--- src/rtl/sram_pkg.sv ---
// Package: shared lane count, lane mask type and write-control decoding.
// Assumes the two-lane word organisation used by every module of the memory.
package sram_pkg;
    localparam int LANES = 2;

    typedef logic [LANES-1:0] lane_mask_t;

    // Lanes to be written: whole-word write wins, otherwise enabled lane selects.
    function automatic lane_mask_t lane_select(input logic all_wr_n,
                                               input logic lane_wr_en_n,
                                               input lane_mask_t lane_sel_n);
        if (!all_wr_n)
            return '1;
        else if (!lane_wr_en_n)
            return ~lane_sel_n;
        else
            return '0;
    endfunction

    // A cycle is a write cycle when either write control is asserted.
    function automatic logic is_write(input logic all_wr_n, input logic lane_wr_en_n);
        return !(all_wr_n && lane_wr_en_n);
    endfunction
endpackage

--- src/rtl/sram_in_reg.sv ---
// Input stage: captures select, write controls, address and data on the
// rising edge and turns them into a per-lane write mask.
// Assumes synchronous active-low reset; the address and data paths are not reset.
module sram_in_reg
    import sram_pkg::*;
#(
    parameter int ADDR_W = 8,
    parameter int DATA_W = 18
) (
    input  logic              clk,
    input  logic              rst_n,
    input  logic              cs0_n,
    input  logic              cs1,
    input  logic              cs2_n,
    input  logic              all_wr_n,
    input  logic              lane_wr_en_n,
    input  lane_mask_t        lane_sel_n,
    input  logic [ADDR_W-1:0] addr,
    input  logic [DATA_W-1:0] din,
    output logic              sel_q,
    output logic              wr_q,
    output lane_mask_t        lanes_q,
    output logic [ADDR_W-1:0] addr_q,
    output logic [DATA_W-1:0] din_q
);
    logic selected;

    // All three chip selects must be active for the cycle to count.
    always_comb selected = !cs0_n && cs1 && !cs2_n;

    // Control register: cleared in reset so no stale cycle survives it.
    always_ff @(posedge clk) begin
        if (!rst_n) begin
            sel_q   <= 1'b0;
            wr_q    <= 1'b0;
            lanes_q <= '0;
        end else begin
            sel_q   <= selected;
            wr_q    <= is_write(all_wr_n, lane_wr_en_n);
            lanes_q <= selected ? lane_select(all_wr_n, lane_wr_en_n, lane_sel_n) : '0;
        end
    end

    // Datapath register: address and write data follow the inputs every edge.
    always_ff @(posedge clk) begin
        addr_q <= addr;
        din_q  <= din;
    end

    // a selected whole-word write marks both lanes.
    a_r4_whole_word: assert property (@(posedge clk) disable iff (!rst_n)
        (selected && !all_wr_n) |=> (sel_q && wr_q && lanes_q == '1));

    // a deselected cycle leaves no accepted cycle and no lane write.
    a_r2_deselect_quiet: assert property (@(posedge clk) disable iff (!rst_n)
        (!selected) |=> (!sel_q && lanes_q == '0));

    // a read cycle never marks a lane, whatever the lane selects are.
    a_r6_read_no_lane: assert property (@(posedge clk) disable iff (!rst_n)
        (selected && all_wr_n && lane_wr_en_n) |=> (!wr_q && lanes_q == '0));
endmodule

--- src/rtl/sram_array.sv ---
// Storage: one array per byte lane, each written only when its lane bit is set.
// Assumes the write mask is already qualified by select; the read is asynchronous
// and the result is registered by the output stage.
module sram_array
    import sram_pkg::*;
#(
    parameter int ADDR_W = 8,
    parameter int LANE_W = 9
) (
    input  logic                    clk,
    input  lane_mask_t              we_lanes,
    input  logic [ADDR_W-1:0]       addr,
    input  logic [LANES*LANE_W-1:0] wdata,
    output logic [LANES*LANE_W-1:0] rdata
);
    localparam int DEPTH = 1 << ADDR_W;

    for (genvar g = 0; g < LANES; g++) begin : g_lane
        logic [LANE_W-1:0] mem [DEPTH];

        // Lane write: store this lane's slice when its mask bit is set.
        always_ff @(posedge clk) begin
            if (we_lanes[g])
                mem[addr] <= wdata[g*LANE_W +: LANE_W];
        end

        // Lane read: present the addressed word to the output stage.
        assign rdata[g*LANE_W +: LANE_W] = mem[addr];
    end
endmodule

--- src/rtl/sram_out_reg.sv ---
// Output stage: holds the last read word and loads only on accepted reads.
// Assumes synchronous active-low reset that clears the output to zero.
module sram_out_reg #(
    parameter int DATA_W = 18
) (
    input  logic              clk,
    input  logic              rst_n,
    input  logic              load,
    input  logic [DATA_W-1:0] d,
    output logic [DATA_W-1:0] q
);
    // Output register: cleared in reset, otherwise loaded on a read.
    always_ff @(posedge clk) begin
        if (!rst_n)
            q <= '0;
        else if (load)
            q <= d;
    end

    // an edge in reset leaves the output at zero.
    a_r1_reset_zero: assert property (@(posedge clk)
        (!rst_n) |=> (q == '0));

    // without a load the output stays put.
    a_r7_hold: assert property (@(posedge clk) disable iff (!rst_n)
        (!load) |=> $stable(q));
endmodule

--- src/rtl/pipe_sram.sv ---
// Top: input register, lane-split storage and output register in a
// two-edge read pipeline. Writes reach the array one edge after capture,
// so ordering between adjacent reads and writes needs no bypass.
module pipe_sram
    import sram_pkg::*;
#(
    parameter int ADDR_W = 8,
    parameter int LANE_W = 9
) (
    input  logic                    clk,
    input  logic                    rst_n,
    input  logic                    cs0_n,
    input  logic                    cs1,
    input  logic                    cs2_n,
    input  logic                    all_wr_n,
    input  logic                    lane_wr_en_n,
    input  logic [1:0]              lane_sel_n,
    input  logic [ADDR_W-1:0]       addr,
    input  logic [2*LANE_W-1:0]     din,
    output logic [2*LANE_W-1:0]     dout
);
    localparam int DATA_W = LANES * LANE_W;

    logic              sel_q;
    logic              wr_q;
    lane_mask_t        lanes_q;
    logic [ADDR_W-1:0] addr_q;
    logic [DATA_W-1:0] din_q;
    logic [DATA_W-1:0] rdata;
    logic              rd_load;

    sram_in_reg #(.ADDR_W(ADDR_W), .DATA_W(DATA_W)) u_in (
        .clk          (clk),
        .rst_n        (rst_n),
        .cs0_n        (cs0_n),
        .cs1          (cs1),
        .cs2_n        (cs2_n),
        .all_wr_n     (all_wr_n),
        .lane_wr_en_n (lane_wr_en_n),
        .lane_sel_n   (lane_sel_n),
        .addr         (addr),
        .din          (din),
        .sel_q        (sel_q),
        .wr_q         (wr_q),
        .lanes_q      (lanes_q),
        .addr_q       (addr_q),
        .din_q        (din_q)
    );

    sram_array #(.ADDR_W(ADDR_W), .LANE_W(LANE_W)) u_array (
        .clk      (clk),
        .we_lanes (lanes_q),
        .addr     (addr_q),
        .wdata    (din_q),
        .rdata    (rdata)
    );

    // Read qualification: only an accepted non-write cycle loads the output.
    always_comb rd_load = sel_q && !wr_q;

    sram_out_reg #(.DATA_W(DATA_W)) u_out (
        .clk   (clk),
        .rst_n (rst_n),
        .load  (rd_load),
        .d     (rdata),
        .q     (dout)
    );

    // the word seen on the read path lands on the output one edge later.
    a_r3_read_lands: assert property (@(posedge clk) disable iff (!rst_n)
        (sel_q && !wr_q) |=> (dout == $past(rdata)));
endmodule

--- config.mk ---
export PLATFORM = sky130hd
export DESIGN_NAME = pipe_sram
export DESIGN_NICKNAME = d
export VERILOG_FILES = /design/src/rtl/sram_pkg.sv /design/src/rtl/sram_in_reg.sv /design/src/rtl/sram_array.sv /design/src/rtl/sram_out_reg.sv /design/src/rtl/pipe_sram.sv
export SDC_FILE = /design/constraint.sdc
export NUM_CORES = 2
export LEC_CHECK = 0
export BUFFER_PORTS_ARGS = -buffer_cell sky130_fd_sc_hd__buf_2
export CORE_MARGIN = 2
export CORE_UTILIZATION = 50
export DETAILED_ROUTE_END_ITERATION = 8
export PLACE_DENSITY = 0.68
export SLEW_MARGIN = 10
export SYNTH_ARGS = -nofsm -noshare
export SYNTH_HDL_FRONTEND = slang
export SYNTH_MEMORY_MAX_BITS = 65536
export SYNTH_SLANG_ARGS = --single-unit
--- constraint.sdc ---
create_clock -name clk -period 4.31 [get_ports clk]
set_input_delay 0.2155 -clock clk [delete_from_list [all_inputs] [get_ports clk]]
set_output_delay 0.2155 -clock clk [all_outputs]
set_load 0.05 [all_outputs]
==> results.md <==
* Total number of yosys warnings at 0
* Combinational group share of total power at 0.046
* Share of power burned in the clock network at 0.430
* Cell leakage power at 64.70 nW
* Final weighted congestion of routability-driven global placement at 0.8758
* Number of global-route vias before repair at 89540
* Proportion of power drawn by flip-flops and latches at 0.524
* Sum of internal, switching and leakage power at 95.47 mW
* Normalized max-slew margin at 0.09794
* Largest net degree at the start of global routing at 170
* Antenna violation net count after detailed routing at 0
* Cell Pwr Density at 465.0 nW/um^2
* CTS Hold Buffers Added at 64
* Endpoint class of the critical path: flop
* Fraction of layout instances using a drive strength above 1 at 0.2942
* Global Route Usage Sum at 0.2589
* Clock transition at the registers of the reported paths at 0.06 ns
* HPWL reported at the end of detailed placement at 290.8 mm
* Clk_skew at 0.06904 ns
* Clock root buffer: sky130_fd_sc_hd__clkbuf_16
* Setup Crit Path Kind: reg2reg
* Area enclosed by the die boundary at 362400 um^2
* First-pass GRT wire length at 670.3 mm
* Routed WL at 472.1 mm
* Data arrival time at the worst-slack endpoint at 4.99 ns
* Internal portion of total power at 75.40 mW
* Post-Place Setup Slack at 0.2678 ns
* Drt wl/cell at 33.66 um
* Number of antenna violations at the first check in global routing at 26
* Largest stage delay on the critical path at 0.78 ns
* Switching pwr at 20.06 mW
* H-tree levels at 5
* Avg Synthesized Cell Area at 22.10 um^2
* Largest area contributor in the netlist: sky130_fd_sc_hd__edfxtp_1
* Capture point of the worst path: u_out.q[15]
* Switching power share of the total at 0.2101
* Cell breakdown of the critical path: buf_12, buf_12, buf_4, mux4_2, and2_1, a211oi_1, a211oi_1, o211ai_1, o21ai_1
* Starting DRC count in detailed routing at 12750
* FILL cells at 24980
* Hold Crit Class: in2reg
* Final Worst Setup Slack at 0.1605 ns
* Data required time at the worst endpoint at 5.15 ns
* DRT Pass-1 Iters at 6
* Cell variety after synth at 61
* Total setup buffers inserted after CTS at 0
* Fraction of the cycle the final worst path needs at 0.9628
* Number of max-slew violations in the final report at 0
* Worst Reg-to-Reg Cells at 9
* Setup slack, reg-to-reg at 0.16 ns
* Total of cells resized after clock tree synthesis at 0
* Reg-to-reg critical path endpoint: u_out.q[15]
* Number of top-level pins at 53
* Overall die width at 602.0 um
* Mapped Area at 178800 um^2
* CP Launch Point: u_in.addr_q[0]
* Type of element launching the critical path: flop
* Standard cell with the maximum stage delay on the critical path: sky130_fd_sc_hd__dfxtp_4
* Overflow left after global routing at 0
* Number of buffers inserted during clock tree synthesis at 458
* Number of failing hold endpoints at the final stage at 0
* Routed via count divided by cell count at 6.436
* Number of cells produced by synthesis at 8091
* Via count at 90260
* Final setup TNS at 0 ns
* CTS tree: yes
* Clk Latency, worst-skew pair at 1.01 ns
* Run status: completed
* Syn nets at 8126
* Biggest area contributors in the synthesized netlist: sky130_fd_sc_hd__edfxtp_1 (77%), sky130_fd_sc_hd__mux4_2 (15%), sky130_fd_sc_hd__nor2_1 (1.3%)
* Setup repair after global routing missed its margin: no
* Layout Nets at 8892
* Syn-to-layout area delta at 14.82%
* Post-synth top area share at 0.7739
* Primary flip-flop cell chosen by synthesis mapping: sky130_fd_sc_hd__edfxtp_1
* VDD IR-drop max at 0.3848 mV
* Total number of clock tree sinks at 4656
* Maximum achievable frequency at 241.0 MHz
* Post-Route Hold Slack at 0.06872 ns
* Share of async-settable or async-resettable flops after synthesis at 0
* Buffers from clock root to sink, at most at 4
* Slew at the pin closest to its max-slew limit at 1.319 ns
* Register bit count reported by yosys at 4656
* Shortest clock period the worst path allows after layout at 4.150 ns
* Die height at 602.0 um
* Count of standard-cell rows at 219
* Count of maximum capacitance violations at 0
* Port buffer count at 52
* Area inside the core boundary at 355900 um^2
* Proportion of synthesized chip area in sequential cells at 0.7793
* Worst reg2reg startpoint: u_in.addr_q[0]
* Count of endpoints failing setup in the final report at 0
* Initial core utilization at 0.5023
* Number of flops mapped to enable cells by yosys at 4608
* DRC errors left at 0
* Largest driver fanout on the critical path at 29
==> cells in the mapped netlist (all sizes together), types with 5 or more instances <==
library cell	n
o221ai	25
mux2	48
a21oi	56
nor4	28
nand4	5
nand3	50
a311oi	7
o21ai	64
a211oi	68
mux2i	211
nor2b	49
and2	8
nor2	598
edfxtp	4608
nand2	92
and3	5
or3b	5
buf	291
a32oi	21
o22ai	184
a32o	6
nor3	21
or4	7
a22oi	32
a22o	8
dfxtp	48
a211o	18
nand2b	19
o32ai	20
clkbuf	220
o22a	23
a31oi	32
mux4	1167
nand3b	9
==> layer usage <==
metal	track usage	vias to the layer above	share of wire
li1	-	35730	-
met1	0.3684	47950	0.38
met2	0.3995	5709	0.47
met3	0.05356	853	0.11
met4	0.09640	8	0.040
met5	0	-	0.00010
==> critical path: cells and delay by family, from the launching register on <==
kind | cells | cell delay [ns]
muxes | 1 | 0.54
buffers and inverters | 3 | 0.84
DFF | 1 | 0.78
AOI/OAI and AO/OA | 4 | 1.50
and+or+nand+nor | 1 | 0.17
==> per-stage QoR <==
stage,utilization,cells,cell area [um^2]
4_1_cts,0.5767,14000,205300
6_report,0.5768,14020,205300
2_1_floorplan,-,8091,178800
5_1_grt,0.5767,14010,205300
3_3_place_gp,0.5313,13080,189100
3_5_place_dp,0.5313,13080,189100
==> registers in the layout, summed over array words and instances (netlist names) <==
name                cells
u_out.q                18
u_in.din_q             18
u_array.g_lane.mem   4608
u_in.lanes_q            2
u_in.wr_q               1
u_in.addr_q             8
u_in.sel_q              1
==> area by class of cell <==
type                       count  area [um^2]  share of cell area
sequential                  4656       139400              0.6791
multi-input combinational   2919        37110              0.1808
clock buffer                 559        12120             0.05903
timing repair buffer         817         7239             0.03526
tap                         4751         5944             0.02895
clock inverter               297         3381             0.01647
antenna                       19        47.55           0.0002316
inverter                       5        31.28           0.0001524
==> logic make-up (layout without fill, tap and decap cells) <==
logic type | count (synthesis) | in the layout | share of synthesized area
AND/OR/NAND/NOR | 904 | 904 | 0.02171
buffers and inverters | 516 | 1678 | 0.01455
flip-flops | 4656 | 4656 | 0.7793
other | 0 | 19 | 0
AO/OA/AOI/OAI | 589 | 589 | 0.02265
multiplexers | 1426 | 1426 | 0.1618
==> power by group through the flow <==
stage          Clock [mW]  Sequential, mW  Combinational [mW]
5_1_grt              43.1            50.0                4.57
2_1_floorplan           0            51.2                2.27
4_1_cts              41.4            50.0                4.38
3_3_place_gp            0            50.9                4.25
6_report             41.1            50.0                4.41
3_5_place_dp            0            51.0                4.32
==> cell usage in the layout, fill, tap and decap left out, types with 8 or more instances in the layout <==
cell                            Yosys  final
sky130_fd_sc_hd__o22a_1            23     23
sky130_fd_sc_hd__o22ai_1          184    184
sky130_fd_sc_hd__mux2i_1          211    211
sky130_fd_sc_hd__nor2b_1           49     43
sky130_fd_sc_hd__buf_4             74    615
sky130_fd_sc_hd__diode_2            0     19
sky130_fd_sc_hd__clkbuf_8           0     13
sky130_fd_sc_hd__dlygate4sd3_1      0     64
sky130_fd_sc_hd__nand3_1           50     43
sky130_fd_sc_hd__a31oi_1           32     32
sky130_fd_sc_hd__edfxtp_1        4608   4608
sky130_fd_sc_hd__buf_2            139     52
sky130_fd_sc_hd__clkinvlp_4         0     18
sky130_fd_sc_hd__inv_6              0     10
sky130_fd_sc_hd__nor2_1           598    595
sky130_fd_sc_hd__a22oi_1           32     32
sky130_fd_sc_hd__mux4_2          1167   1167
sky130_fd_sc_hd__clkbuf_1         220     81
sky130_fd_sc_hd__clkinv_1           1     93
sky130_fd_sc_hd__a211oi_1          68     68
sky130_fd_sc_hd__a22o_1             8      8
sky130_fd_sc_hd__nand2_1           92     82
sky130_fd_sc_hd__nand2_4            0     10
sky130_fd_sc_hd__bufinv_16          0     67
sky130_fd_sc_hd__dfxtp_1           48     22
sky130_fd_sc_hd__clkbuf_16          0    465
sky130_fd_sc_hd__buf_12             0     86
sky130_fd_sc_hd__nand2b_1          19     17
sky130_fd_sc_hd__o21ai_0           63     63
sky130_fd_sc_hd__a211o_1           18     18
sky130_fd_sc_hd__o32ai_1           20     20
sky130_fd_sc_hd__a21oi_1           56     56
sky130_fd_sc_hd__clkinv_2           0     89
sky130_fd_sc_hd__nand3b_1           9      9
sky130_fd_sc_hd__o221ai_1          25     25
sky130_fd_sc_hd__nor3_1            21     19
sky130_fd_sc_hd__dfxtp_4            0     24
sky130_fd_sc_hd__nor4_1            28     27
sky130_fd_sc_hd__mux2_2            48     48
sky130_fd_sc_hd__a32oi_1           21     21
==> how the worst min path moves through the flow <==
stage	startpoint	endpoint	slack, ns	depth (start not counted)
3_5_place_dp	din[6]	u_in.din_q[6]	0.32	1
6_report	addr[6]	u_in.addr_q[6]	0.07	2
4_1_cts	addr[6]	u_in.addr_q[6]	0.01	2
2_1_floorplan	addr[0]	u_in.addr_q[0]	0.24	0
3_3_place_gp	addr[2]	u_in.addr_q[2]	0.32	1
5_1_grt	addr[6]	u_in.addr_q[6]	0.05	2
(Power assumes the default switching activity.)
